## src/rtl/irq_ack_pkg.sv

```systemverilog
package irq_ack_pkg;

  typedef enum logic [1:0] {
    ST_IDLE = 2'd0,
    ST_PEND = 2'd1,
    ST_ACT  = 2'd2
  } ackState_t;

  typedef enum logic [1:0] {
    OP_NOP  = 2'd0,
    OP_READ = 2'd1,
    OP_EOI  = 2'd2,
    OP_DIS  = 2'd3
  } ackOp_t;

  // Strobes from control to datapath
  typedef struct packed {
    logic takeWinner;    // load the arbitration winner as active id and read result
    logic takeSpurious;  // present the spurious code as read result
    logic flagError;     // set the sticky error flag
  } ackStrobe_t;

endpackage

```

## src/rtl/irq_ack_datapath.sv

```systemverilog
module irq_ack_datapath
  import irq_ack_pkg::*;
#(
  parameter int NUM_SRC = 8,
  parameter int DATA_W  = 4
) (
  input  logic               clk,
  input  logic               rst_n,
  input  logic [NUM_SRC-1:0] reqVec,
  input  logic [DATA_W-1:0]  opId,
  input  ackStrobe_t         strobe,
  output logic               anyReq,
  output logic               idMatch,
  output logic               rdValid,
  output logic [DATA_W-1:0]  rdData,
  output logic               errFlag
);

  logic [DATA_W-1:0] winId;
  logic [DATA_W-1:0] activeId;
  logic              found;

  // Lowest-index arbitration
  always_comb begin
    winId = '0;
    found = 1'b0;
    for (int i = 0; i < NUM_SRC; i++) begin
      if (reqVec[i] && !found) begin
        winId = DATA_W'(i);
        found = 1'b1;
      end
    end
  end

  assign anyReq  = found;
  assign idMatch = (opId == activeId);

  always_ff @(posedge clk) begin
    if (!rst_n) begin
      activeId <= '0;
      rdValid  <= 1'b0;
      rdData   <= '0;
      errFlag  <= 1'b0;
    end else begin
      rdValid <= strobe.takeWinner | strobe.takeSpurious;
      if (strobe.takeWinner) begin
        activeId <= winId;
        rdData   <= winId;
      end else if (strobe.takeSpurious) begin
        rdData <= '1;
      end
      if (strobe.flagError) begin
        errFlag <= 1'b1;
      end
    end
  end

endmodule

```

## src/rtl/irq_ack_ctrl.sv

```systemverilog
module irq_ack_ctrl
  import irq_ack_pkg::*;
#(
  parameter int CORE_W  = 2,
  parameter int CORE_ID = 0
) (
  input  logic              clk,
  input  logic              rst_n,
  input  logic              opValid,
  input  logic [1:0]        opCode,
  input  logic [CORE_W-1:0] opCore,
  input  logic              anyReq,
  input  logic              idMatch,
  output ackStrobe_t        strobe,
  output logic              irqLine
);

  ackState_t state;
  ackState_t stateNxt;

  logic ownOp;
  logic isRead;
  logic isEoi;
  logic isDis;

  assign ownOp  = opValid && (opCore == CORE_W'(CORE_ID));
  assign isRead = ownOp && (opCode == OP_READ);
  assign isEoi  = ownOp && (opCode == OP_EOI);
  assign isDis  = ownOp && (opCode == OP_DIS);

  always_comb begin
    stateNxt = state;
    strobe   = '0;
    unique case (state)
      ST_IDLE: begin
        if (isRead) strobe.takeSpurious = 1'b1;
        if (isEoi)  strobe.flagError    = 1'b1;
        if (anyReq) stateNxt = ST_PEND;
      end
      ST_PEND: begin
        if (isRead) begin
          if (anyReq) begin
            strobe.takeWinner = 1'b1;
            stateNxt = ST_ACT;
          end else begin
            strobe.takeSpurious = 1'b1;
            stateNxt = ST_IDLE;
          end
        end
        if (isEoi) strobe.flagError = 1'b1;
      end
      ST_ACT: begin
        if (isRead) strobe.takeSpurious = 1'b1;
        if (isEoi) begin
          if (idMatch) stateNxt = ST_IDLE;
          else         strobe.flagError = 1'b1;
        end
        if (isDis && idMatch) stateNxt = ST_IDLE;
      end
      default: stateNxt = ST_IDLE;
    endcase
  end

  always_ff @(posedge clk) begin
    if (!rst_n) state <= ST_IDLE;
    else        state <= stateNxt;
  end

  assign irqLine = (state == ST_PEND);

endmodule

```

## src/rtl/irq_ack_unit.sv

```systemverilog
module irq_ack_unit
  import irq_ack_pkg::*;
#(
  parameter int NUM_SRC   = 8,
  parameter int NUM_CORES = 4,
  parameter int CORE_ID   = 0,
  localparam int DATA_W   = $clog2(NUM_SRC) + 1,
  localparam int CORE_W   = (NUM_CORES > 1) ? $clog2(NUM_CORES) : 1
) (
  input  logic               clk,
  input  logic               rst_n,
  input  logic [NUM_SRC-1:0] reqVec,
  input  logic               opValid,
  input  logic [1:0]         opCode,
  input  logic [CORE_W-1:0]  opCore,
  input  logic [DATA_W-1:0]  opId,
  output logic               irqLine,
  output logic               rdValid,
  output logic [DATA_W-1:0]  rdData,
  output logic               errFlag
);

  ackStrobe_t strobe;
  logic       anyReq;
  logic       idMatch;

  irq_ack_ctrl #(
    .CORE_W (CORE_W),
    .CORE_ID(CORE_ID)
  ) u_ctrl (
    .clk    (clk),
    .rst_n  (rst_n),
    .opValid(opValid),
    .opCode (opCode),
    .opCore (opCore),
    .anyReq (anyReq),
    .idMatch(idMatch),
    .strobe (strobe),
    .irqLine(irqLine)
  );

  irq_ack_datapath #(
    .NUM_SRC(NUM_SRC),
    .DATA_W (DATA_W)
  ) u_dp (
    .clk    (clk),
    .rst_n  (rst_n),
    .reqVec (reqVec),
    .opId   (opId),
    .strobe (strobe),
    .anyReq (anyReq),
    .idMatch(idMatch),
    .rdValid(rdValid),
    .rdData (rdData),
    .errFlag(errFlag)
  );

endmodule

```

## config.mk

```make
export PLATFORM = sky130hd
export DESIGN_NAME = irq_ack_unit
export DESIGN_NICKNAME = d
export VERILOG_FILES = /design/src/rtl/irq_ack_pkg.sv /design/src/rtl/irq_ack_datapath.sv /design/src/rtl/irq_ack_ctrl.sv /design/src/rtl/irq_ack_unit.sv
export SDC_FILE = /design/constraint.sdc
export NUM_CORES = 1
export LEC_CHECK = 0
export CAP_MARGIN = 5
export CORE_MARGIN = 2
export CORE_UTILIZATION = 36
export CTS_CLUSTER_DIAMETER = 50
export CTS_CLUSTER_SIZE = 20
export DETAILED_ROUTE_END_ITERATION = 10
export PLACE_DENSITY = 0.73
export SLEW_MARGIN = 30
export SYNTH_ARGS = -nofsm -noshare
export SYNTH_HDL_FRONTEND = slang
export SYNTH_HIERARCHICAL = 1
export SYNTH_SLANG_ARGS = --single-unit
```

## constraint.sdc

```tcl
create_clock -name clk -period 1.7 [get_ports clk]
set_input_delay 0.34 -clock clk [delete_from_list [all_inputs] [get_ports clk]]
set_output_delay 0.34 -clock clk [all_outputs]
set_load 0.05 [all_outputs]
```

After elaboration in Yosys (flattened, before gate mapping):

Index checks and enable logic that the tools add are counted.

* register bits after elaboration: 12
* latch bits: 0
* bits in writable memories: 0
* memory bits (read-only): 0
* input port bits: 19
* output and inout bits: 7
* word-level logic and storage cells: 72
* memories: 0

* add/subtract/negate cells: 0
* multiply operators: 0
* div/mod/pow operators: 0
* magnitude comparators: 0
* equal/unequal tests: 10
* shift operators: 0
* multiplexer cells: 33
* bitwise operators: 1
* reductions and logical operators: 23

Operators by type and width (number)
* 2-bit two-way mux: 9
* 1-bit two-way mux: 16
* 1-bit logical AND: 12
* 3-bit two-way mux: 4
* 2-bit one-hot mux with 3 select lines: 2
* 4-bit two-way mux: 2
* 1-bit logical NOT: 7
* 2-bit == test (second input constant): 3
* 3-bit by 1-bit inequality test with 1-bit output (second input constant): 2
* 2-bit by 1-bit == test with 1-bit output (second input constant): 2
* 4-bit == test: 1
* 2-bit logical NOT: 2
* 4-bit AND reduction: 1
* 2-bit by 1-bit inequality test with 1-bit output (second input constant): 1
* 2-bit inequality test (second input constant): 1
* 2-bit nonzero test: 1
* 1-bit OR: 1

Longest topological paths before layout:

* depth after elaboration: 27
* mapped depth: 7
* gate-level depth less buffers: 6

Hierarchy:

The synthesis kept the hierarchy.

By module, submodules not included
* irq_ack_datapath: instances 1, cells an instance 44, area an instance 432.9 um2, seq. area each 180.2 um2
* irq_ack_ctrl: instances 1, cells an instance 20, area an instance 162.7 um2, seq. area each 40.0 um2

Worst setup path before layout:

Ideal clock, no wire load.

* path type: input-to-reg
* from: in opCore[1]
* to: reg u_dp.rdData[1]
* setup time: 0.076 ns
* arrival time: 1.545 ns
* data required time: 1.624 ns
* setup slack: 0.080 ns
* stages: 5
* buffers on the path: 1
* cell sequence: or3b_4 nor4_4 buf_2 o311ai_0 a21boi_0

RTL lines
* from (decl): line irq_ack_unit.sv:15 `input logic [CORE_W-1:0] opCore,`
* to (signal assigned): line irq_ack_datapath.sv:48 `rdData <= winId;`
* to (decl): line irq_ack_datapath.sv:15 `output logic [DATA_W-1:0] rdData,`

Worst setup path in the final report:

* from: in reqVec[4]
* to: reg u_ctrl.state[0]

* longest elaborated chain between the ends: 13

RTL lines
* from (decl): line irq_ack_unit.sv:12 `input logic [NUM_SRC-1:0] reqVec,`
* 1-bit logical AND (*): line irq_ack_datapath.sv:28 `if (reqVec[i] && !found) begin`
* 1-bit two-way mux (*): line irq_ack_datapath.sv:28
* 1-bit logical NOT: line irq_ack_datapath.sv:28
* 1-bit logical AND: line irq_ack_datapath.sv:28
* 1-bit two-way mux (*): line irq_ack_datapath.sv:28
* 1-bit logical NOT: line irq_ack_datapath.sv:28
* 1-bit logical AND: line irq_ack_datapath.sv:28
* 1-bit two-way mux (*): line irq_ack_datapath.sv:28
* 1-bit logical NOT: line irq_ack_datapath.sv:28
* 1-bit logical AND: line irq_ack_datapath.sv:28
* 1-bit two-way mux (*): line irq_ack_datapath.sv:28
* via anyReq: line irq_ack_unit.sv:24 `logic anyReq;`
* 2-bit inequality test (no source line) (*)
* 4-bit AND reduction (no source line) (*)
* to (signal assigned): line irq_ack_ctrl.sv:66 `else state <= stateNxt;`
* to (decl): line irq_ack_ctrl.sv:18 `ackState_t state;`

The timed path passes the listed nets; every way through them passes the cells marked *.
A chain may end at the register's enable or synchronous reset.

==> flow_metrics.tcl <==
set metrics [dict create \
    wl_per_cell_um 12.35 \
    synth_nets 83 \
    io_buffers 25 \
    yosys-top-cells-area "dfxtp_1 37%, nor4_4 7.1%, nor2_1 4.4%" \
    ys_warn_count 6 \
    synth_fa_ha_area_share_pct 0 \
    powerDensity_mw_per_mm2 547.5 \
    register_area_um2 220.2 \
    wl_mm 1.544 \
    slew_headroom_pct 69.02 \
    cp_slowest_cell "clkdlybuf4s50_1" \
    nets 129 \
    cp_num_buf_inv 5 \
    ys_seq_area_share_pct 36.97 \
    drc 0 \
    core-area_mm2 0.001524 \
    finalWorstSetupSlack_ns 0.05752 \
    antenna_found_initial 0 \
    grt_max_degree 11 \
    cp_max_fo 3 \
    place_congestion 0.7737 \
    grt_pass1_wl_mm 2.408 \
    report.final.slew_viol_count 0 \
    die_h_um 44.68 \
    tightestPinTransition_ns 0.4586 \
    cts_buffers 3 \
    clkSlewWorstSetupHoldPaths_ns 0.06 \
    clkLatencyLatePin_ns 0.26 \
    dr.first_iter.drc_count 6 \
    intPower_uw 428.0 \
    p_switching_uw 141.9 \
    netlist_instances 64 \
    status "finished clean" \
    fin_area_mm2 0.001041 \
    hold_viol_final 0 \
    synth_cell_types 32 \
    comb_power_share_pct 23.0 \
    path_cells "clkdlybuf4s50_1 > nor3_2 > nand3b_1 > buf_4 > buf_4 > buf_4 > buf_4 > nor2_2 > a2111oi_2" \
    synth_seq_cells 11 \
    critPathMaxStageDelay_ns 0.44 \
    fillers 108 \
    synth.most_common_cell "dfxtp_1" \
    vias_per_cell 5.064 \
    maxCapViolCount 0 \
    critPathLaunchType "primary input" \
    worstSetupEndpoint "u_ctrl/state[0]$_SDFFE_PN0P_" \
    ant_nets 0 \
    rsz0062_at_grt "false" \
    critPathKind "in2reg" \
    pre_cts_ws_ns -0.3685 \
    multiInputGateArea_um2 372.9 \
    end_kind "register" \
    period_needed_ns 1.642 \
    clock-sinks 11 \
    synth_area_um2 595.6 \
    boundaryPins 26 \
    num_vias 633 \
    clock_path_buffers 2 \
    synth-edff-count 0 \
    die_w_um 44.68 \
    tns_ns 0 \
    cts-root-buf "clkbuf_4" \
    synth_top_family_by_area "simple AND/OR/NAND/NOR gates" \
    yosys-top-cells-count "11 x dfxtp_1, 7 x nor2_1" \
    period_share_pct 96.62 \
    n_antenna_cell 0 \
    synth-simple-area-share_pct 32.14 \
    firstDrtPassIters 4 \
    tritoncts "done" \
    required_ns 1.83 \
    setup.worst_path.start "reqVec[4]" \
    p_leak_nw 0.4895 \
    max_freq_ghz 0.6088 \
    pwr-share-seq_pct 47.0 \
    path_delay_family "buffers and inverters" \
    path_depth 9 \
    peakVddDrop_mv 0.6182 \
    dpl_cell_area_um2 957.2 \
    ff2ff_setup_slack_ns 0.32 \
    fin_total_pwr_uw 569.9 \
    async_reset_ff_share_pct 0 \
    reg2regPathDepth 6 \
    hold_path_class "in2reg" \
    clockPowerShare_pct 30.1 \
    synth_xor_area_share_pct 4.412 \
    switching_share_pct 24.89 \
    grt_remaining_overflow 0 \
    setup_viol 0 \
    postSynthAreaPerCell_um2 9.306 \
    synth-main-ff-cell "dfxtp_1" \
    yosysTopAreaCell "dfxtp_1" \
    grt_usage_pct 17.60 \
    cp_common_cell "buf_4" \
    drive_above_1_share_pct 34.86 \
    worst_clock_skew_ns 0.004494 \
    synth_compound_area_share_pct 23.11 \
    r2r_end "u_dp/errFlag$_SDFFE_PN0P_" \
    num_rows 14 \
    rr_startpoint "u_dp/activeId[2]$_SDFFE_PN0P_" \
    area_delta_synth_final_pct 74.79 \
    hpwl_mm 1.199 \
    synth_mux_area_share_pct 0 \
    yosys.area.top_type_share_pct 36.97 \
    htreeDepth 1 \
    design.die.area_mm2 0.001996 \
    cp_data_arrival_time_ns 1.78 \
    grt_pass1_vias 582 \
    initial_core_util_pct 39.08 \
]
==> layout make-up <==
class,instances,share of cell area (%)
Clock buffer,4,2.524
Tap cell,16,1.923
Multi-Input combinational cell,48,35.82
Sequential cell,11,21.15
Timing Repair Buffer,43,37.50
Inverter,3,1.082
==> worst min path at each step <==
stage | to | slack, ns | depth (start not counted) | start
2_1_floorplan | u_ctrl/state[1]$_SDFFE_PN0P_ | 0.46 | 1 | rst_n
5_1_grt | u_dp/errFlag$_SDFFE_PN0P_ | 0.45 | 3 | opCode[0]
6_report | u_dp/errFlag$_SDFFE_PN0P_ | 0.42 | 3 | opCode[0]
3_3_place_gp | u_dp/errFlag$_SDFFE_PN0P_ | 0.45 | 1 | u_dp/errFlag$_SDFFE_PN0P_
4_1_cts | u_dp/errFlag$_SDFFE_PN0P_ | 0.48 | 1 | u_dp/errFlag$_SDFFE_PN0P_
3_5_place_dp | u_dp/errFlag$_SDFFE_PN0P_ | 0.46 | 1 | u_dp/errFlag$_SDFFE_PN0P_
==> metrics by stage <==
step	hold slack (ns)	std cells	utilization, %
after CTS	0.4799	125	66.67
final	0.4232	125	68.31
after detailed placement	0.4609	117	62.81
after global placement	0.4534	117	62.81
after global routing	0.4508	125	68.31
after floorplan	0.4577	64	-
==> power groups by stage <==
stage	registers [mW]	logic, mW	clock network (mW)
global placement	0.272	0.131	0
finish	0.268	0.131	0.171
floorplan	0.281	0.0361	0
CTS	0.267	0.132	0.178
detailed placement	0.272	0.133	0
global route	0.268	0.140	0.196
==> cell families after synthesis <==
family	after synthesis
buffers and inverters	5
DFF	11
AOI/OAI and AO/OA	18
xor gates and xnor gates	3
and+or+nand+nor	27
==> timing repair <==
action / 4_1_cts / 5_1_grt
resized for setup: 7 / 11
hold buffers: 0 / 0
buffers inserted: 4 / 0
endpoints found under the hold margin: 0 / 0
setup endpoints to repair: 7 / 8
pin swaps: 4 / 4
cloned: 0 / 0
==> registers in the layout (all words and copies together), names as in the netlist <==
name           count
u_dp/rdData        4
u_ctrl/state       2
u_dp/activeId      3
u_dp/rdValid       1
u_dp/errFlag       1
==> cells in the final DEF (no fill, tap or decap), drive strengths merged <==
| master | synthesis | layout |
|---|---|---|
| o311a | 1 | 1 |
| a311oi | 1 | 1 |
| dlygate4sd2 | 0 | 4 |
| o41ai | 1 | 1 |
| o311ai | 1 | 1 |
| inv | 3 | 3 |
| or2b | 1 | 1 |
| nand2b | 2 | 2 |
| nor3b | 2 | 2 |
| clkbuf | 1 | 4 |
| a2111oi | 1 | 1 |
| a221o | 1 | 1 |
| dlymetal6s2s | 0 | 6 |
| o21a | 3 | 3 |
| buf | 1 | 25 |
| nor4 | 3 | 3 |
| o21bai | 1 | 1 |
| a21boi | 2 | 2 |
| clkdlybuf4s50 | 0 | 8 |
| nand3 | 3 | 3 |
| and2 | 1 | 1 |
| nor2 | 7 | 7 |
| or3b | 1 | 1 |
| o211a | 1 | 1 |
| nand2 | 2 | 2 |
| dfxtp | 11 | 11 |
| nor2b | 1 | 1 |
| xor2 | 3 | 3 |
| o21ai | 3 | 3 |
| nand3b | 2 | 2 |
| a21oi | 1 | 1 |
| nor3 | 2 | 2 |
| o31ai | 1 | 1 |
==> worst register-to-register path, stage by stage (launching register included) <==
cell	delay, ns
dfxtp_1	0.33
xor2_1	0.16
nor4_1	0.36
o21ai_0	0.13
nand3_1	0.10
nor2_1	0.04
o21a_1	0.15
==> layer usage <==
layer  up-vias  routed length [µm]  track usage (%)
li1        326                   -                -
met1       290                 653            18.86
met2        13                 791            31.01
met3         4                  68            3.673
met4         0                  30            10.91
met5         -                   0                0
Note: power is estimated with default switching activity, not from simulation.
